==> src/rtl/csr_wr_bridge_pkg.sv <==
package csr_wr_bridge_pkg;
  localparam int unsigned IDX_ADDR = 0;
  localparam int unsigned IDX_DATA = 1;
  localparam int unsigned IDX_CMD  = 2;

  localparam int unsigned CMD_GO  = 0;
  localparam int unsigned ST_DONE = 1;
  localparam int unsigned ST_ERR  = 2;
  localparam int unsigned ST_REJ  = 3;
  localparam int unsigned ST_BUSY = 4;

  localparam logic [1:0] RESP_OKAY = 2'b00;

  typedef enum logic [1:0] {
    SEL_ADDR = 2'd0,
    SEL_DATA = 2'd1,
    SEL_CMD  = 2'd2,
    SEL_NONE = 2'd3
  } reg_sel_e;
endpackage

==> src/rtl/csr_wr_host_regs.sv <==
module csr_wr_host_regs
  import csr_wr_bridge_pkg::*;
#(
  parameter int unsigned ADDR_W  = 26,
  parameter int unsigned DATA_W  = 32,
  parameter int unsigned HOST_AW = 4
) (
  input  logic                clk_i,
  input  logic                rst_ni,
  input  logic                reg_wr_i,
  input  logic [HOST_AW-1:0]  reg_addr_i,
  input  logic [DATA_W-1:0]   reg_wdata_i,
  output logic [DATA_W-1:0]   reg_rdata_o,
  input  logic                done_i,
  input  logic                resp_err_i,
  output logic                start_o,
  output logic [ADDR_W-3:0]   word_addr_o,
  output logic [DATA_W-1:0]   wdata_o
);
  localparam int unsigned WORD_W = ADDR_W - 2;

  logic [HOST_AW-1:0] idx;
  reg_sel_e           sel;
  logic [WORD_W-1:0]  word_q;
  logic [DATA_W-1:0]  data_q;
  logic               busy_q, done_q, err_q, rej_q;
  logic               wr_addr, wr_data, wr_cmd, go, reject;

  assign idx = reg_addr_i >> 2;

  always_comb begin
    if (idx == HOST_AW'(IDX_ADDR))     sel = SEL_ADDR;
    else if (idx == HOST_AW'(IDX_DATA)) sel = SEL_DATA;
    else if (idx == HOST_AW'(IDX_CMD))  sel = SEL_CMD;
    else                                sel = SEL_NONE;
  end

  assign wr_addr = reg_wr_i && (sel == SEL_ADDR);
  assign wr_data = reg_wr_i && (sel == SEL_DATA);
  assign wr_cmd  = reg_wr_i && (sel == SEL_CMD);
  assign go      = wr_cmd && reg_wdata_i[CMD_GO];
  assign start_o = go && !busy_q;
  assign reject  = go && busy_q;

  // address/data frozen while a write is in flight
  always_ff @(posedge clk_i or negedge rst_ni) begin
    if (!rst_ni) begin
      word_q <= '0;
      data_q <= '0;
    end else if (!busy_q) begin
      if (wr_addr) word_q <= reg_wdata_i[ADDR_W-1:2];
      if (wr_data) data_q <= reg_wdata_i;
    end
  end

  // later statements take priority over W1C
  always_ff @(posedge clk_i or negedge rst_ni) begin
    if (!rst_ni) begin
      busy_q <= 1'b0;
      done_q <= 1'b0;
      err_q  <= 1'b0;
      rej_q  <= 1'b0;
    end else begin
      if (wr_cmd) begin
        if (reg_wdata_i[ST_DONE]) done_q <= 1'b0;
        if (reg_wdata_i[ST_ERR])  err_q  <= 1'b0;
        if (reg_wdata_i[ST_REJ])  rej_q  <= 1'b0;
      end
      if (reject) rej_q <= 1'b1;
      if (done_i) begin
        busy_q <= 1'b0;
        done_q <= 1'b1;
        if (resp_err_i) err_q <= 1'b1;
      end
      if (start_o) begin
        busy_q <= 1'b1;
        done_q <= 1'b0;
        err_q  <= 1'b0;
        rej_q  <= 1'b0;
      end
    end
  end

  always_comb begin
    reg_rdata_o = '0;
    unique case (sel)
      SEL_ADDR: reg_rdata_o[ADDR_W-1:2] = word_q;
      SEL_DATA: reg_rdata_o = data_q;
      SEL_CMD: begin
        reg_rdata_o[ST_DONE] = done_q;
        reg_rdata_o[ST_ERR]  = err_q;
        reg_rdata_o[ST_REJ]  = rej_q;
        reg_rdata_o[ST_BUSY] = busy_q;
      end
      default: reg_rdata_o = '0;
    endcase
  end

  assign word_addr_o = word_q;
  assign wdata_o     = data_q;

  assert_busy_done_excl_R6: assert property (@(posedge clk_i) disable iff (!rst_ni)
    !(busy_q && done_q));
  assert_busy_ends_on_resp_R6: assert property (@(posedge clk_i) disable iff (!rst_ni)
    $fell(busy_q) |-> $past(done_i));
  assert_err_from_resp_R7: assert property (@(posedge clk_i) disable iff (!rst_ni)
    $rose(err_q) |-> $past(done_i && resp_err_i));
  assert_frozen_while_busy_R8: assert property (@(posedge clk_i) disable iff (!rst_ni)
    (busy_q && $past(busy_q)) |-> ($stable(word_q) && $stable(data_q)));
endmodule

==> src/rtl/csr_wr_axi_master.sv <==
module csr_wr_axi_master
  import csr_wr_bridge_pkg::*;
#(
  parameter int unsigned ADDR_W = 26,
  parameter int unsigned DATA_W = 32
) (
  input  logic                  clk_i,
  input  logic                  rst_ni,
  input  logic                  start_i,
  input  logic [ADDR_W-3:0]     word_addr_i,
  input  logic [DATA_W-1:0]     wdata_i,
  output logic                  done_o,
  output logic                  resp_err_o,
  output logic                  m_awvalid_o,
  input  logic                  m_awready_i,
  output logic [ADDR_W-1:0]     m_awaddr_o,
  output logic                  m_wvalid_o,
  input  logic                  m_wready_i,
  output logic [DATA_W-1:0]     m_wdata_o,
  output logic [DATA_W/8-1:0]   m_wstrb_o,
  input  logic                  m_bvalid_i,
  output logic                  m_bready_o,
  input  logic [1:0]            m_bresp_i
);
  logic aw_pend_q, w_pend_q, b_wait_q;
  logic aw_pend_d, w_pend_d;

  assign aw_pend_d = aw_pend_q && !m_awready_i;
  assign w_pend_d  = w_pend_q && !m_wready_i;

  always_ff @(posedge clk_i or negedge rst_ni) begin
    if (!rst_ni) begin
      aw_pend_q <= 1'b0;
      w_pend_q  <= 1'b0;
      b_wait_q  <= 1'b0;
    end else if (start_i) begin
      aw_pend_q <= 1'b1;
      w_pend_q  <= 1'b1;
    end else begin
      aw_pend_q <= aw_pend_d;
      w_pend_q  <= w_pend_d;
      if ((aw_pend_q || w_pend_q) && !aw_pend_d && !w_pend_d) b_wait_q <= 1'b1;
      else if (b_wait_q && m_bvalid_i) b_wait_q <= 1'b0;
    end
  end

  assign m_awvalid_o = aw_pend_q;
  assign m_awaddr_o  = {word_addr_i, 2'b00};
  assign m_wvalid_o  = w_pend_q;
  assign m_wdata_o   = wdata_i;
  assign m_wstrb_o   = '1;
  assign m_bready_o  = b_wait_q;
  assign done_o      = b_wait_q && m_bvalid_i;
  assign resp_err_o  = m_bresp_i != RESP_OKAY;

  assert_aw_hold_R5: assert property (@(posedge clk_i) disable iff (!rst_ni)
    (m_awvalid_o && !m_awready_i) |=> (m_awvalid_o && $stable(m_awaddr_o)));
  assert_w_hold_R5: assert property (@(posedge clk_i) disable iff (!rst_ni)
    (m_wvalid_o && !m_wready_i) |=> (m_wvalid_o && $stable(m_wdata_o)));
  assert_no_relaunch_R8: assert property (@(posedge clk_i) disable iff (!rst_ni)
    start_i |-> !(aw_pend_q || w_pend_q || b_wait_q));
  assert_aw_drops_after_hs_R5: assert property (@(posedge clk_i) disable iff (!rst_ni)
    (m_awvalid_o && m_awready_i && !start_i) |=> !m_awvalid_o);
endmodule

==> src/rtl/csr_wr_bridge.sv <==
module csr_wr_bridge
  import csr_wr_bridge_pkg::*;
#(
  parameter int unsigned ADDR_W  = 26,
  parameter int unsigned DATA_W  = 32,
  parameter int unsigned HOST_AW = 4
) (
  input  logic                clk_i,
  input  logic                rst_ni,
  input  logic                reg_wr_i,
  input  logic [HOST_AW-1:0]  reg_addr_i,
  input  logic [DATA_W-1:0]   reg_wdata_i,
  output logic [DATA_W-1:0]   reg_rdata_o,
  output logic                m_awvalid_o,
  input  logic                m_awready_i,
  output logic [ADDR_W-1:0]   m_awaddr_o,
  output logic                m_wvalid_o,
  input  logic                m_wready_i,
  output logic [DATA_W-1:0]   m_wdata_o,
  output logic [DATA_W/8-1:0] m_wstrb_o,
  input  logic                m_bvalid_i,
  output logic                m_bready_o,
  input  logic [1:0]          m_bresp_i
);
  localparam int unsigned WORD_W = ADDR_W - 2;

  logic              start, done, resp_err;
  logic [WORD_W-1:0] word_addr;
  logic [DATA_W-1:0] wdata;

  csr_wr_host_regs #(
    .ADDR_W(ADDR_W), .DATA_W(DATA_W), .HOST_AW(HOST_AW)
  ) u_regs (
    .clk_i       (clk_i),
    .rst_ni      (rst_ni),
    .reg_wr_i    (reg_wr_i),
    .reg_addr_i  (reg_addr_i),
    .reg_wdata_i (reg_wdata_i),
    .reg_rdata_o (reg_rdata_o),
    .done_i      (done),
    .resp_err_i  (resp_err),
    .start_o     (start),
    .word_addr_o (word_addr),
    .wdata_o     (wdata)
  );

  csr_wr_axi_master #(
    .ADDR_W(ADDR_W), .DATA_W(DATA_W)
  ) u_master (
    .clk_i       (clk_i),
    .rst_ni      (rst_ni),
    .start_i     (start),
    .word_addr_i (word_addr),
    .wdata_i     (wdata),
    .done_o      (done),
    .resp_err_o  (resp_err),
    .m_awvalid_o (m_awvalid_o),
    .m_awready_i (m_awready_i),
    .m_awaddr_o  (m_awaddr_o),
    .m_wvalid_o  (m_wvalid_o),
    .m_wready_i  (m_wready_i),
    .m_wdata_o   (m_wdata_o),
    .m_wstrb_o   (m_wstrb_o),
    .m_bvalid_i  (m_bvalid_i),
    .m_bready_o  (m_bready_o),
    .m_bresp_i   (m_bresp_i)
  );

  assert_bready_only_when_idle_chan_R5: assert property (@(posedge clk_i) disable iff (!rst_ni)
    m_bready_o |-> !(m_awvalid_o || m_wvalid_o));
endmodule

==> config.mk <==
export PLATFORM = sky130hd
export DESIGN_NAME = csr_wr_bridge
export DESIGN_NICKNAME = d
export VERILOG_FILES = /design/src/rtl/csr_wr_bridge_pkg.sv /design/src/rtl/csr_wr_host_regs.sv /design/src/rtl/csr_wr_axi_master.sv /design/src/rtl/csr_wr_bridge.sv
export SDC_FILE = /design/constraint.sdc
export NUM_CORES = 1
export LEC_CHECK = 0
export ABC_CLOCK_PERIOD_IN_PS = 1500
export BUFFER_PORTS_ARGS = -buffer_cell sky130_fd_sc_hd__buf_2
export CAP_MARGIN = 15
export CORE_MARGIN = 2
export CORE_UTILIZATION = 46
export CTS_BUF_LIST = sky130_fd_sc_hd__clkbuf_16
export DETAILED_ROUTE_END_ITERATION = 8
export PLACE_DENSITY = 0.8
export SYNTH_ARGS = -nofsm -noshare
export SYNTH_HDL_FRONTEND = slang
export SYNTH_SLANG_ARGS = --single-unit
==> constraint.sdc <==
create_clock -name clk_i -period 1.5 [get_ports clk_i]
set_input_delay 0 -clock clk_i [delete_from_list [all_inputs] [get_ports clk_i]]
set_output_delay 0 -clock clk_i [all_outputs]
set_load 0.03 [all_outputs]
==> load_flow_metrics.sql <==
INSERT INTO impl_metrics (metric_group, metric, value, unit) VALUES
('floorplan', 'std_cell_rows', '29', ''),
('critical_path', 'worstSetupEndpointType', 'register', ''),
('worst_hold_path', 'hold_worst_path_end', 'u_regs.err_q', ''),
('worst_hold_path', 'timing.hold.worst_path_depth', '3', ''),
('sta', 'timing.final.crit_period', '1.415', 'ns'),
('critical_path', 'required', '1.70', 'ns'),
('place', 'inst_count_dp', '411', ''),
('critical_path', 'worst_r2r_startpoint', 'u_regs.busy_q', ''),
('global_routing', 'via_count_of_the_first_global_routing_pass', '2489', ''),
('power', 'total_power', '9.478', 'mW'),
('place', 'place_hpwl', '4724', 'um'),
('power', 'power.share.switching', '42.70', '%'),
('finish', 'fraction_of_final_layout_cells_sized_beyond_drive_strength_1', '50.00', '%'),
('critical_path', 'cp.arrival', '1.61', 'ns'),
('critical_path', 'crit_path_start_kind', 'register', ''),
('yosys', 'syn-cell-area', '2935', 'um2'),
('clock_network', 'root_buffer', 'sky130_fd_sc_hd__clkbuf_16', ''),
('yosys', 'synth_enable_flop_cells', '0', ''),
('yosys', 'post_synth_most_frequent_cells', '63 x sky130_fd_sc_hd__dfrtp_1, 30 x sky130_fd_sc_hd__mux2_4, 21 x sky130_fd_sc_hd__a22o_1, 20 x sky130_fd_sc_hd__mux2_1, 7 x sky130_fd_sc_hd__and2_1', ''),
('drt', 'dr.first_iter.drc_count', '79', ''),
('drt', 'final_antenna_net_count', '0', ''),
('outcome', 'outcome', 'complete, no violations', ''),
('sta', 'grt_setup_unrepaired', 'false', ''),
('yosys', 'synth.ff_latch_count', '63', ''),
('critical_path', 'setup.reg_to_reg.worst_slack', '0.08', 'ns'),
('finish', 'antennaDiodeCount', '0', ''),
('yosys', 'synth_top_area_share', '53.71', '%'),
('yosys', 'ys.flop_type', 'sky130_fd_sc_hd__dfrtp_1', ''),
('sta', 'finalClockSkew', '0.004999', 'ns'),
('finish', 'synthToLayoutAreaGrowth', '48.68', '%'),
('clock_network', 'clock_sinks', '63', ''),
('clock_network', 'worstSkewPairLatency', '0.32', 'ns'),
('floorplan', 'design.die.area', '7036', 'um2'),
('floorplan', 'floorplan.initialDensity', '46.76', '%'),
('global_routing', 'first_pass_grt_wire_length', '12030', 'um'),
('sta', 'period_share', '94.36', '%'),
('drt', 'vias_per_cell', '5.112', ''),
('critical_path', 'rr_worst_depth', '4', ''),
('drt', 'wirelength', '7362', 'um'),
('flow_run', 'drv_cap', '0', ''),
('place', 'buffer_ports.inserted', '132', ''),
('drt', 'vias', '2367', ''),
('finish', 'post_route_design_area', '4364', 'um2'),
('sta', 'fin_setup_tns', '0', 'ns'),
('worst_hold_path', 'hold_path_class', 'input pin to register', ''),
('yosys', 'yosys.cell_count.top_type', 'sky130_fd_sc_hd__dfrtp_1', ''),
('yosys', 'syn_inst_count', '206', ''),
('yosys', 'ys_seq_area_share', '53.71', '%'),
('drt', 'route.detailed.wl_per_inst', '15.90', 'um'),
('yosys', 'synth.avg_cell_area', '14.25', 'um2'),
('yosys', 'yosysUniqueCellTypes', '29', ''),
('sta', 'drv_slew', '0', ''),
('sta', 'setup_violations', '0', ''),
('worst_hold_path', 'holdCritStartpoint', 'm_bresp_i[1]', ''),
('power', 'pwr_density_cell', '2172', 'nW/um2'),
('clock_network', 'cts.reportedPaths.clkPinSlew', '0.05', 'ns'),
('yosys', 'yosys_warnings', '0', ''),
('power', 'cellInternalPower', '5.431', 'mW'),
('global_routing', 'grt.overflow.total', '0', ''),
('yosys', 'synth_largest_area_cell', 'sky130_fd_sc_hd__dfrtp_1', ''),
('global_routing', 'grt_util_all_layers', '21.67', '%'),
('yosys', 'synth.top_cells.by_area', 'sky130_fd_sc_hd__dfrtp_1 54%, sky130_fd_sc_hd__mux2_4 15%, sky130_fd_sc_hd__mux2_1 7.7%', ''),
('power', 'maximum_resistive_drop_on_vdd', '1464', 'uV'),
('place', 'dpl-instance-area', '3716', 'um2'),
('floorplan', 'die-height', '83.88', 'um'),
('sta', 'timing_hold_violations_final', '0', ''),
('power', 'power.share.combinational', '46.9', '%'),
('clock_network', 'cts_buffer_depth', '2', ''),
('critical_path', 'critPathKind', 'register to register', ''),
('clock_network', 'htree_num_levels', '3', ''),
('clock_network', 'cts_tree', 'done', '');
==> worst max-delay path, stage by stage, from the launching register on <==
cell	delay, ns
sky130_fd_sc_hd__dfrtp_1	0.37
sky130_fd_sc_hd__and2b_1	0.26
sky130_fd_sc_hd__nand2_2	0.16
sky130_fd_sc_hd__buf_12	0.20
sky130_fd_sc_hd__mux2_4	0.30
==> area by class of cell <==
| cell class | count | area, um2 |
|---|---|---|
| Clock buffer | 9 | 225.2 |
| Tap cell | 77 | 96.34 |
| Clock inverter | 6 | 52.55 |
| Multi-Input combinational cell | 125 | 1230 |
| Fill cell | 458 | 1913 |
| Sequential cell | 63 | 1577 |
| Timing Repair Buffer | 179 | 1169 |
| Inverter | 4 | 15.01 |
==> cell usage in the layout (no fill, tap or decap), types with 2 or more instances in the layout <==
master / n
sky130_fd_sc_hd__dlygate4sd3_1: 37
sky130_fd_sc_hd__dfrtp_1: 63
sky130_fd_sc_hd__a21oi_1: 2
sky130_fd_sc_hd__mux2_2: 6
sky130_fd_sc_hd__clkbuf_16: 9
sky130_fd_sc_hd__ha_1: 4
sky130_fd_sc_hd__clkinv_1: 2
sky130_fd_sc_hd__nand2_2: 2
sky130_fd_sc_hd__and2_1: 7
sky130_fd_sc_hd__a22o_1: 21
sky130_fd_sc_hd__buf_2: 132
sky130_fd_sc_hd__nor2_1: 4
sky130_fd_sc_hd__clkinv_2: 3
sky130_fd_sc_hd__nand2_1: 6
sky130_fd_sc_hd__mux2_1: 20
sky130_fd_sc_hd__inv_1: 4
sky130_fd_sc_hd__conb_1: 6
sky130_fd_sc_hd__buf_12: 5
sky130_fd_sc_hd__o21ai_0: 2
sky130_fd_sc_hd__a222oi_1: 3
sky130_fd_sc_hd__buf_4: 5
sky130_fd_sc_hd__nand3_1: 3
sky130_fd_sc_hd__mux2_4: 30
==> how the worst max path moves through the flow <==
| stage | start | to | slack [ns] |
|---|---|---|---|
| after global routing | u_regs.busy_q | reg_rdata_o[4] | 0.006 |
| final | u_regs.busy_q | u_regs.wdata_o[20] | 0.08 |
| after detailed placement | u_regs.busy_q | u_regs.wdata_o[3] | 0.09 |
| after floorplan | u_regs.busy_q | u_regs.wdata_o[10] | 0.20 |
| after global placement | u_regs.busy_q | u_regs.wdata_o[18] | 0.12 |
| after CTS | u_regs.busy_q | u_regs.wdata_o[22] | 0.08 |
==> layer usage <==
layer	GRT usage, %	share of wire, %	up-vias
li1	-	-	1087
met1	25.78	40	1171
met2	38.04	53	96
met3	4.451	5.2	13
met4	9.091	1.6	0
met5	0	0	-
==> through the flow <==
step / util, % / setup slack (ns)
2_1_floorplan: - / 0.2011
3_3_place_gp: 59.20 / 0.1249
3_5_place_dp: 59.20 / 0.09326
4_1_cts: 69.52 / 0.08187
5_1_grt: 69.52 / 0.005596
6_report: 69.52 / 0.08465
==> power by group through the flow <==
stage | registers (mW) | logic, mW | clock network, mW
5_1_grt | 3.23 | 4.65 | 2.05
2_1_floorplan | 4.51 | 1.63 | 0
4_1_cts | 3.09 | 4.47 | 1.97
3_5_place_dp | 3.11 | 4.38 | 0
3_3_place_gp | 3.05 | 4.31 | 0
6_report | 3.11 | 4.44 | 1.92
==> what timing repair did <==
action | 4_1_cts | 5_1_grt
hold buffers | 37 | 0
resized for setup | 0 | 0
setup buffers | 0 | 0
hold endpoints to repair | 125 | 0
==> kinds of logic (layout without fill, tap and decap cells) <==
group,Yosys count,after routing,synth area share [%]
other cells,2,6,0.2558
flops,63,63,53.71
buf+inv,22,198,4.901
compound gates,32,32,9.080
mux,57,57,25.66
simple gates,26,26,4.689
fa+ha+maj,4,4,1.705
No activity file was read; power rests on OpenSTA's default activity.
